===== src/rtl/sp_pkg.sv =====
package sp_pkg;
    // Mode encoding: 00 synchronous shift, 01 async 10-bit, 1x async 11-bit
    localparam logic [1:0] MODE_SHIFT  = 2'b00;
    localparam int         DATA_BITS   = 8;

    // True when the mode selects the synchronous shift engine
    function automatic logic mode_is_shift(input logic [1:0] m);
        return m == MODE_SHIFT;
    endfunction

    // True when the asynchronous frame carries a ninth data bit
    function automatic logic mode_has_nine(input logic [1:0] m);
        return m[1];
    endfunction
endpackage


===== src/rtl/sp_shift_engine.sv =====
// Synchronous eight-bit shifter. The shift clock is low for the first
// half of each bit period and high for the rest. Received data is captured
// in the first high cycle. Transmit data moves on at the end of each period.
// Assumes the rate selects stay stable while busy.
module sp_shift_engine #(
    parameter int DIV_CS = 6,
    parameter int DIV_CF = 3,
    parameter int DIV_FS = 4,
    parameter int DIV_FF = 2
) (
    input  logic       clk,
    input  logic       rst_n,
    input  logic       fast,
    input  logic       dbl,
    input  logic       start_tx,
    input  logic       start_rx,
    input  logic [7:0] tx_data,
    input  logic       rx_pin,
    output logic       busy,
    output logic       sclk,
    output logic       dout,
    output logic       doe,
    output logic       done_tx,
    output logic       done_rx,
    output logic [7:0] rx_data
);
    localparam int DMAX_A = (DIV_CS > DIV_CF) ? DIV_CS : DIV_CF;
    localparam int DMAX_B = (DIV_FS > DIV_FF) ? DIV_FS : DIV_FF;
    localparam int DMAX   = (DMAX_A > DMAX_B) ? DMAX_A : DMAX_B;
    localparam int PW     = $clog2(DMAX + 1);

    logic [PW-1:0] div, half, phase;
    logic [2:0]    idx;
    logic [7:0]    sreg;
    logic          dir_rx;

    // Pick the bit period from the two rate selects
    always_comb begin
        if (fast) div = dbl ? PW'(DIV_FF) : PW'(DIV_FS);
        else      div = dbl ? PW'(DIV_CF) : PW'(DIV_CS);
        half = div >> 1;
    end

    // Run eight bit periods in the direction chosen at start
    always_ff @(posedge clk) begin
        if (!rst_n) begin
            busy <= 1'b0; dir_rx <= 1'b0; phase <= '0; idx <= '0;
            sreg <= '0; done_tx <= 1'b0; done_rx <= 1'b0;
        end else begin
            done_tx <= 1'b0;
            done_rx <= 1'b0;
            if (!busy) begin
                if (start_tx || start_rx) begin
                    busy   <= 1'b1;
                    dir_rx <= !start_tx;
                    sreg   <= start_tx ? tx_data : 8'h00;
                    phase  <= '0;
                    idx    <= '0;
                end
            end else begin
                if (dir_rx && phase == half) sreg <= {rx_pin, sreg[7:1]};
                if (phase == div - 1'b1) begin
                    phase <= '0;
                    if (!dir_rx) sreg <= {1'b0, sreg[7:1]};
                    if (idx == 3'd7) begin
                        busy    <= 1'b0;
                        done_tx <= !dir_rx;
                        done_rx <= dir_rx;
                    end else begin
                        idx <= idx + 1'b1;
                    end
                end else begin
                    phase <= phase + 1'b1;
                end
            end
        end
    end

    assign sclk    = !busy || (phase >= half);
    assign dout    = sreg[0];
    assign doe     = busy && !dir_rx;
    assign rx_data = sreg;


    phase_in_range_chk: assert property (@(posedge clk) disable iff (!rst_n)
        busy |-> (phase < div));
endmodule


===== src/rtl/sp_async_tx.sv =====
// Asynchronous frame transmitter. It sends a start bit, eight data bits,
// then an optional ninth bit and a stop bit. Each bit lasts OVS ticks.
// Assumes the caller offers start only while idle.
module sp_async_tx #(
    parameter int OVS = 16
) (
    input  logic       clk,
    input  logic       rst_n,
    input  logic       tick,
    input  logic       start,
    input  logic       nine,
    input  logic [7:0] data,
    input  logic       bit9,
    output logic       busy,
    output logic       line,
    output logic       done
);
    localparam int CW = $clog2(OVS);

    logic [10:0]   sreg;
    logic [3:0]    idx, last;
    logic [CW-1:0] cnt;

    // Load a frame on start and step one bit every OVS ticks
    always_ff @(posedge clk) begin
        if (!rst_n) begin
            busy <= 1'b0; sreg <= '1; idx <= '0; last <= '0; cnt <= '0; done <= 1'b0;
        end else begin
            done <= 1'b0;
            if (!busy) begin
                if (start) begin
                    busy <= 1'b1;
                    sreg <= {1'b1, (nine ? bit9 : 1'b1), data, 1'b0};
                    last <= nine ? 4'd10 : 4'd9;
                    idx  <= '0;
                    cnt  <= '0;
                end
            end else if (tick) begin
                if (cnt == CW'(OVS - 1)) begin
                    cnt  <= '0;
                    sreg <= {1'b1, sreg[10:1]};
                    if (idx == last) begin
                        busy <= 1'b0;
                        done <= 1'b1;
                    end else begin
                        idx <= idx + 1'b1;
                    end
                end else begin
                    cnt <= cnt + 1'b1;
                end
            end
        end
    end

    assign line = !busy || sreg[0];


    start_bit_low_chk: assert property (@(posedge clk) disable iff (!rst_n)
        $rose(busy) |-> !line);
endmodule


===== src/rtl/sp_async_rx.sv =====
// Asynchronous frame receiver with OVS-times oversampling. A start is taken
// only after the line has been seen high. Each bit is a majority vote of the
// three samples around mid-bit. A done pulse follows mid-stop.
// Assumes OVS is at least 4.
module sp_async_rx #(
    parameter int OVS = 16
) (
    input  logic       clk,
    input  logic       rst_n,
    input  logic       en,
    input  logic       tick,
    input  logic       nine,
    input  logic       rxd,
    output logic       done,
    output logic [7:0] data,
    output logic       bit9,
    output logic       ferr
);
    localparam int CW  = $clog2(OVS);
    localparam int MID = OVS / 2;

    logic [1:0]    sync, ones, tot;
    logic          line, busy, armed, vote;
    logic [CW-1:0] cnt;
    logic [3:0]    idx, last;
    logic [8:0]    sh;

    assign line = sync[1];
    assign tot  = ones + {1'b0, line};
    assign vote = tot[1];
    assign last = nine ? 4'd10 : 4'd9;

    // Bring the pin into the clock domain
    always_ff @(posedge clk) begin
        if (!rst_n) sync <= 2'b11;
        else        sync <= {sync[0], rxd};
    end

    // Detect the start, vote each bit and hand over the frame at mid-stop
    always_ff @(posedge clk) begin
        if (!rst_n) begin
            busy <= 1'b0; armed <= 1'b0; cnt <= '0; idx <= '0; ones <= '0;
            sh <= '0; done <= 1'b0; data <= '0; bit9 <= 1'b0; ferr <= 1'b0;
        end else begin
            done <= 1'b0;
            if (!en) begin
                busy  <= 1'b0;
                armed <= 1'b0;
            end else if (tick) begin
                if (!busy) begin
                    if (line) armed <= 1'b1;
                    else if (armed) begin
                        busy <= 1'b1; cnt <= '0; idx <= '0; ones <= '0;
                    end
                end else begin
                    cnt <= (cnt == CW'(OVS - 1)) ? '0 : cnt + 1'b1;
                    if (cnt == CW'(MID - 1) || cnt == CW'(MID)) ones <= tot;
                    if (cnt == CW'(MID + 1)) begin
                        ones <= '0;
                        idx  <= idx + 1'b1;
                        if (idx == 4'd0) begin
                            if (vote) busy <= 1'b0;
                        end else if (idx == last) begin
                            busy  <= 1'b0;
                            armed <= 1'b0;
                            done  <= 1'b1;
                            ferr  <= !vote;
                            data  <= nine ? sh[7:0] : sh[8:1];
                            bit9  <= nine ? sh[8] : vote;
                        end else begin
                            sh <= {vote, sh[8:1]};
                        end
                    end
                end
            end
        end
    end


    done_when_idle_chk: assert property (@(posedge clk) disable iff (!rst_n)
        done |-> !busy);
endmodule


===== src/rtl/mm_serial_port.sv =====
// Multi-mode serial port top. It routes writes to the shift engine or to the
// asynchronous transmitter, and owns the receive holding register and the
// two sticky flags. Assumes mode and rate selects change only while idle.
module mm_serial_port #(
    parameter int OVS    = 16,
    parameter int DIV_CS = 6,
    parameter int DIV_CF = 3,
    parameter int DIV_FS = 4,
    parameter int DIV_FF = 2
) (
    input  logic       clk,
    input  logic       rst_n,
    input  logic [1:0] mode,
    input  logic       shift_fast,
    input  logic       shift_x2,
    input  logic       baud_tick,
    input  logic       wr_en,
    input  logic [7:0] wr_data,
    input  logic       tx_bit9,
    input  logic       rx_go,
    input  logic       clr_tx_flag,
    input  logic       clr_rx_flag,
    input  logic       rxd_in,
    output logic       rxd_out,
    output logic       rxd_oe,
    output logic       txd,
    output logic [7:0] rd_data,
    output logic       rd_bit9,
    output logic       frame_err,
    output logic       tx_flag,
    output logic       rx_flag
);
    import sp_pkg::*;

    logic       is_shift, nine, tx_busy, wr_go;
    logic       a_busy, a_line, a_done;
    logic       s_busy, s_clk, s_tx_done, s_rx_done;
    logic [7:0] s_data, r_data;
    logic       r_done, r_bit9, r_ferr, rx_done;

    assign is_shift = mode_is_shift(mode);
    assign nine     = mode_has_nine(mode);
    assign tx_busy  = a_busy || s_busy;
    assign wr_go    = wr_en && !tx_busy;
    assign rx_done  = r_done || s_rx_done;

    sp_async_tx #(.OVS(OVS)) u_atx (
        .clk(clk), .rst_n(rst_n), .tick(baud_tick),
        .start(wr_go && !is_shift), .nine(nine),
        .data(wr_data), .bit9(tx_bit9),
        .busy(a_busy), .line(a_line), .done(a_done)
    );

    sp_async_rx #(.OVS(OVS)) u_arx (
        .clk(clk), .rst_n(rst_n), .en(!is_shift), .tick(baud_tick),
        .nine(nine), .rxd(rxd_in), .done(r_done),
        .data(r_data), .bit9(r_bit9), .ferr(r_ferr)
    );

    sp_shift_engine #(.DIV_CS(DIV_CS), .DIV_CF(DIV_CF), .DIV_FS(DIV_FS), .DIV_FF(DIV_FF)) u_shift (
        .clk(clk), .rst_n(rst_n), .fast(shift_fast), .dbl(shift_x2),
        .start_tx(wr_go && is_shift), .start_rx(rx_go && is_shift),
        .tx_data(wr_data), .rx_pin(rxd_in),
        .busy(s_busy), .sclk(s_clk), .dout(rxd_out), .doe(rxd_oe),
        .done_tx(s_tx_done), .done_rx(s_rx_done), .rx_data(s_data)
    );

    assign txd = is_shift ? s_clk : a_line;

    // Keep the flags and fill the holding register, discarding a frame that finds it full
    always_ff @(posedge clk) begin
        if (!rst_n) begin
            rd_data <= '0; rd_bit9 <= 1'b0; frame_err <= 1'b0;
            tx_flag <= 1'b0; rx_flag <= 1'b0;
        end else begin
            if (clr_tx_flag) tx_flag <= 1'b0;
            if (a_done || s_tx_done) tx_flag <= 1'b1;
            if (clr_rx_flag) begin
                rx_flag   <= 1'b0;
                frame_err <= 1'b0;
            end
            if (rx_done && !rx_flag) begin
                rd_data   <= r_done ? r_data : s_data;
                rd_bit9   <= r_done && r_bit9;
                frame_err <= r_done && r_ferr;
                rx_flag   <= 1'b1;
            end
        end
    end


    overrun_keeps_old_chk: assert property (@(posedge clk) disable iff (!rst_n)
        (rx_done && rx_flag) |=> $stable(rd_data));


    rx_flag_sets_chk: assert property (@(posedge clk) disable iff (!rst_n)
        (rx_done && !rx_flag) |=> rx_flag);


    tx_flag_source_chk: assert property (@(posedge clk) disable iff (!rst_n)
        $rose(tx_flag) |-> $past(a_done || s_tx_done));


    no_double_engine_chk: assert property (@(posedge clk) disable iff (!rst_n)
        !(a_busy && s_busy));
endmodule


===== config.mk =====
export PLATFORM = sky130hd
export DESIGN_NAME = mm_serial_port
export DESIGN_NICKNAME = d
export VERILOG_FILES = /design/src/rtl/sp_pkg.sv /design/src/rtl/sp_shift_engine.sv /design/src/rtl/sp_async_tx.sv /design/src/rtl/sp_async_rx.sv /design/src/rtl/mm_serial_port.sv
export SDC_FILE = /design/constraint.sdc
export NUM_CORES = 1
export LEC_CHECK = 0
export BUFFER_PORTS_ARGS = -buffer_cell sky130_fd_sc_hd__buf_2
export CAP_MARGIN = 20
export CORE_MARGIN = 8
export CORE_UTILIZATION = 40
export DETAILED_ROUTE_END_ITERATION = 10
export GPL_TIMING_DRIVEN = 0
export PLACE_DENSITY_LB_ADDON = 0.3
export SLEW_MARGIN = 25
export SYNTH_ARGS = -nofsm -noshare
export SYNTH_HDL_FRONTEND = slang
export SYNTH_SLANG_ARGS = --single-unit

===== constraint.sdc =====
create_clock -name clk -period 2.69 [get_ports clk]
set_input_delay 0.538 -clock clk [delete_from_list [all_inputs] [get_ports clk]]
set_output_delay 0.538 -clock clk [all_outputs]
set_load 0.005 [all_outputs]

==> results.json <==
{
  "cts_buffers": 9,
  "synth_cell_types": 60,
  "critPathTopFamily": "adder cells",
  "finalSetupViolCount": 0,
  "ctsResizeCount": 0,
  "muxShareOfSynthArea": 0.0717,
  "dp_hpwl_um": 7660,
  "p_per_area_mw_per_mm2": 565,
  "relSlewSlack": 0.498,
  "finalSetupTns_ns": 0,
  "syn_nets": 510,
  "yosysSeqAreaShare": 0.402,
  "status": "finished, final reports clean",
  "rsz0062_at_grt": "false",
  "core-area_mm2": 0.0107,
  "synth_area_leaders": "dfxtp_1 40%, mux2i_1 7.2%, nand2_1 5.6%, ha_1 4.6%, o211a_1 3.9%",
  "critical_path_buf_inv_count": 4,
  "syn2layout_area_growth_pct": 13.6,
  "post_cts.repair.setup_buffers": 0,
  "cts.sinks": 87,
  "wirelength_um": 10500,
  "ctsHtreeMaxLevel": 3,
  "cpPeakStageDelay_ns": 0.30,
  "cts_tree": "yes",
  "post_drt_wl_per_cell_um": 15.9,
  "yosys.area_share.adder": 0.0462,
  "required_ns": 2.15,
  "clock_latency_ns": 0.37,
  "top_layer": "met4",
  "ctsRootBufferMaster": "clkbuf_8",
  "grt-ovfl-total": 0,
  "crit_slowest_cell": "ha_1",
  "grt_pass1_wl_um": 17700,
  "fin_crit_sh": 0.834,
  "yosysTopAreaCell": "dfxtp_1",
  "synth_compound_area_frac": 0.189,
  "met1_length_um": 4920,
  "finalHoldViolCount": 0,
  "ant_nets": 0,
  "wl_met2_um": 5050,
  "portBuffers": 33,
  "ys_seq_elements": 87,
  "fillers": 1038,
  "crit_path_end_kind": "output pin",
  "tightest_slew_ns": 0.752,
  "drv_cap": 0,
  "via_count": 3519,
  "synth_xor_area_frac": 0.0223,
  "first_pass_iters": 4,
  "cp_max_fo": 3,
  "initial_core_util": 0.405,
  "track_usage": 0.152,
  "die_w_um": 120,
  "synth_most_common_cell": "dfxtp_1",
  "synth_top_family_by_area": "simple AND/OR/NAND/NOR gates",
  "min_path_type": "input port to flop",
  "cts_buffer_depth": 2,
  "fp.dieH_um": 120,
  "post-route-drc-count": 0,
  "final_nets": 553,
  "clock_skew_ns": 0.0135,
  "crit_type": "input port to output pin",
  "syn_area_mm2": 0.00433,
  "ys_warn_count": 0,
  "antenna_cells": 0,
  "fp.dieArea_mm2": 0.0144,
  "yosysTopAreaCellShare": 0.402,
  "ir_drop_mv": 0.337,
  "synth_cells": 473,
  "drive_above_1_share": 0.167,
  "placementRows": 38,
  "holdWs_ns": 0.419,
  "crit_start": "shift_x2",
  "layout_setup_ws_ns": 0.447,
  "grt_pass1_vias": 3467,
  "drt-initial-drc-count": 166,
  "critPathArrivalTime_ns": 1.71,
  "gp_congestion": 0.858,
  "min_from": "rxd_in",
  "pre_cts_slack_ns": 0.121,
  "antenna_found_initial": 0,
  "ys_top_cells_by_count": "87 x dfxtp_1, 65 x nand2_1, 32 x nand3_1, 31 x mux2i_1, 20 x nor2_1",
  "fmax_ghz": 0.446,
  "grt_max_degree": 17,
  "fin_util": 0.460,
  "cp_cell_sequence": "buf_2 -> inv_1 -> ha_1 -> inv_1 -> ha_1 -> o21ai_0 -> a41oi_1 -> buf_2",
  "p_total_uw": 2780,
  "viasPerCell": 5.32,
  "path_clk_slew_ns": 0.09,
  "power_leakage_uw": 0.00209,
  "io_pins": 36,
  "r2r_start": "u_arx.cnt[0]$_SDFFE_PN0P_",
  "ys_async_sr_fraction": 0,
  "period_needed_ns": 2.24,
  "route.met3.wl_um": 400,
  "final_max_slew_viol_count": 0,
  "synth_edf_count": 0,
  "yosys.area_share.simple": 0.221,
  "start_kind": "input port",
  "synth_flop_cell": "dfxtp_1",
  "avgSynthCellArea_um2": 9.15
}
## sequential cells by signal, summed over array words and instances (netlist names), 4 cells and up
signal and flops:
u_atx.sreg 10, u_arx.sh 9, rd_data 8, u_arx.data 8, u_shift.rx_data 8, u_arx.cnt 4, u_arx.idx 4, u_atx.cnt 4
u_atx.idx 4
## repair_timing
| action | CTS | global route |
|---|---|---|
| setup endpoints to repair | 0 | 1 |
| endpoints found under the hold margin | 0 | 0 |
| hold buffers | 0 | 0 |
## final cells by class
type	instances	area (um2)	share of cell area
Clock inverter	7	126	0.0257
Sequential cell	87	1740	0.354
Buffer	29	153	0.0311
Tap cell	140	175	0.0356
Inverter	13	48.8	0.00993
Timing Repair Buffer	33	165	0.0336
Clock buffer	9	124	0.0252
Multi-Input combinational cell	343	2380	0.485
## metrics by stage
step	cell area, um2	instances
after detailed placement	4670	646
final	4920	661
after CTS	4920	662
after global placement	4670	646
after floorplan	4330	473
after global routing	4920	661
## report_power, final
| group | internal (uW) | switching [uW] |
|---|---|---|
| Combinational | 105 | 168 |
| Clock | 630 | 524 |
| Sequential | 1320 | 26.2 |
## cell families after synthesis
group / after synthesis
AOI/OAI and AO/OA: 98
buffers and inverters: 43
xor gates and xnor gates: 11
DFF: 87
muxes: 31
and+or+nand+nor: 187
adders and majority gates: 16
## placed cells by master, fill, tap and decap left out, drive strengths merged, types with 4 or more instances in the layout
cell type and n:
dfxtp 87, ha 16, o211a 17, xnor2 6, nand3b 5, or3b 4, a21oi 10, o211ai 16
nor2 21, o21ai 21, nor3 6, mux2i 31, a21boi 6, nor3b 5, buf 45, nand2 65
nor2b 18, nand3 33, xor2 5, nand2b 13, a22o 8, inv 16, clkbuf 26
## metal layers
layer	global-route usage	up-vias
met5	0	-
met4	0.0375	0
met3	0.0380	14
met2	0.250	68
met1	0.194	1674
li1	-	1763
## path summary, 6_finish.rpt
| check | cells after the start | end | slack (ns) |
|---|---|---|---|
| worst max-delay path | 8 | txd | 0.45 |
| worst min-delay path | 2 | u_arx.sync[0]$_SDFF_PN1_ | 0.42 |
| worst max register to register | 8 | u_arx.sh[8]$_SDFFE_PN0P_ | 0.62 |
| worst min register to register | 1 | u_arx.sync[1]$_SDFF_PN1_ | 0.42 |
Power figures use the tool's default switching activity.
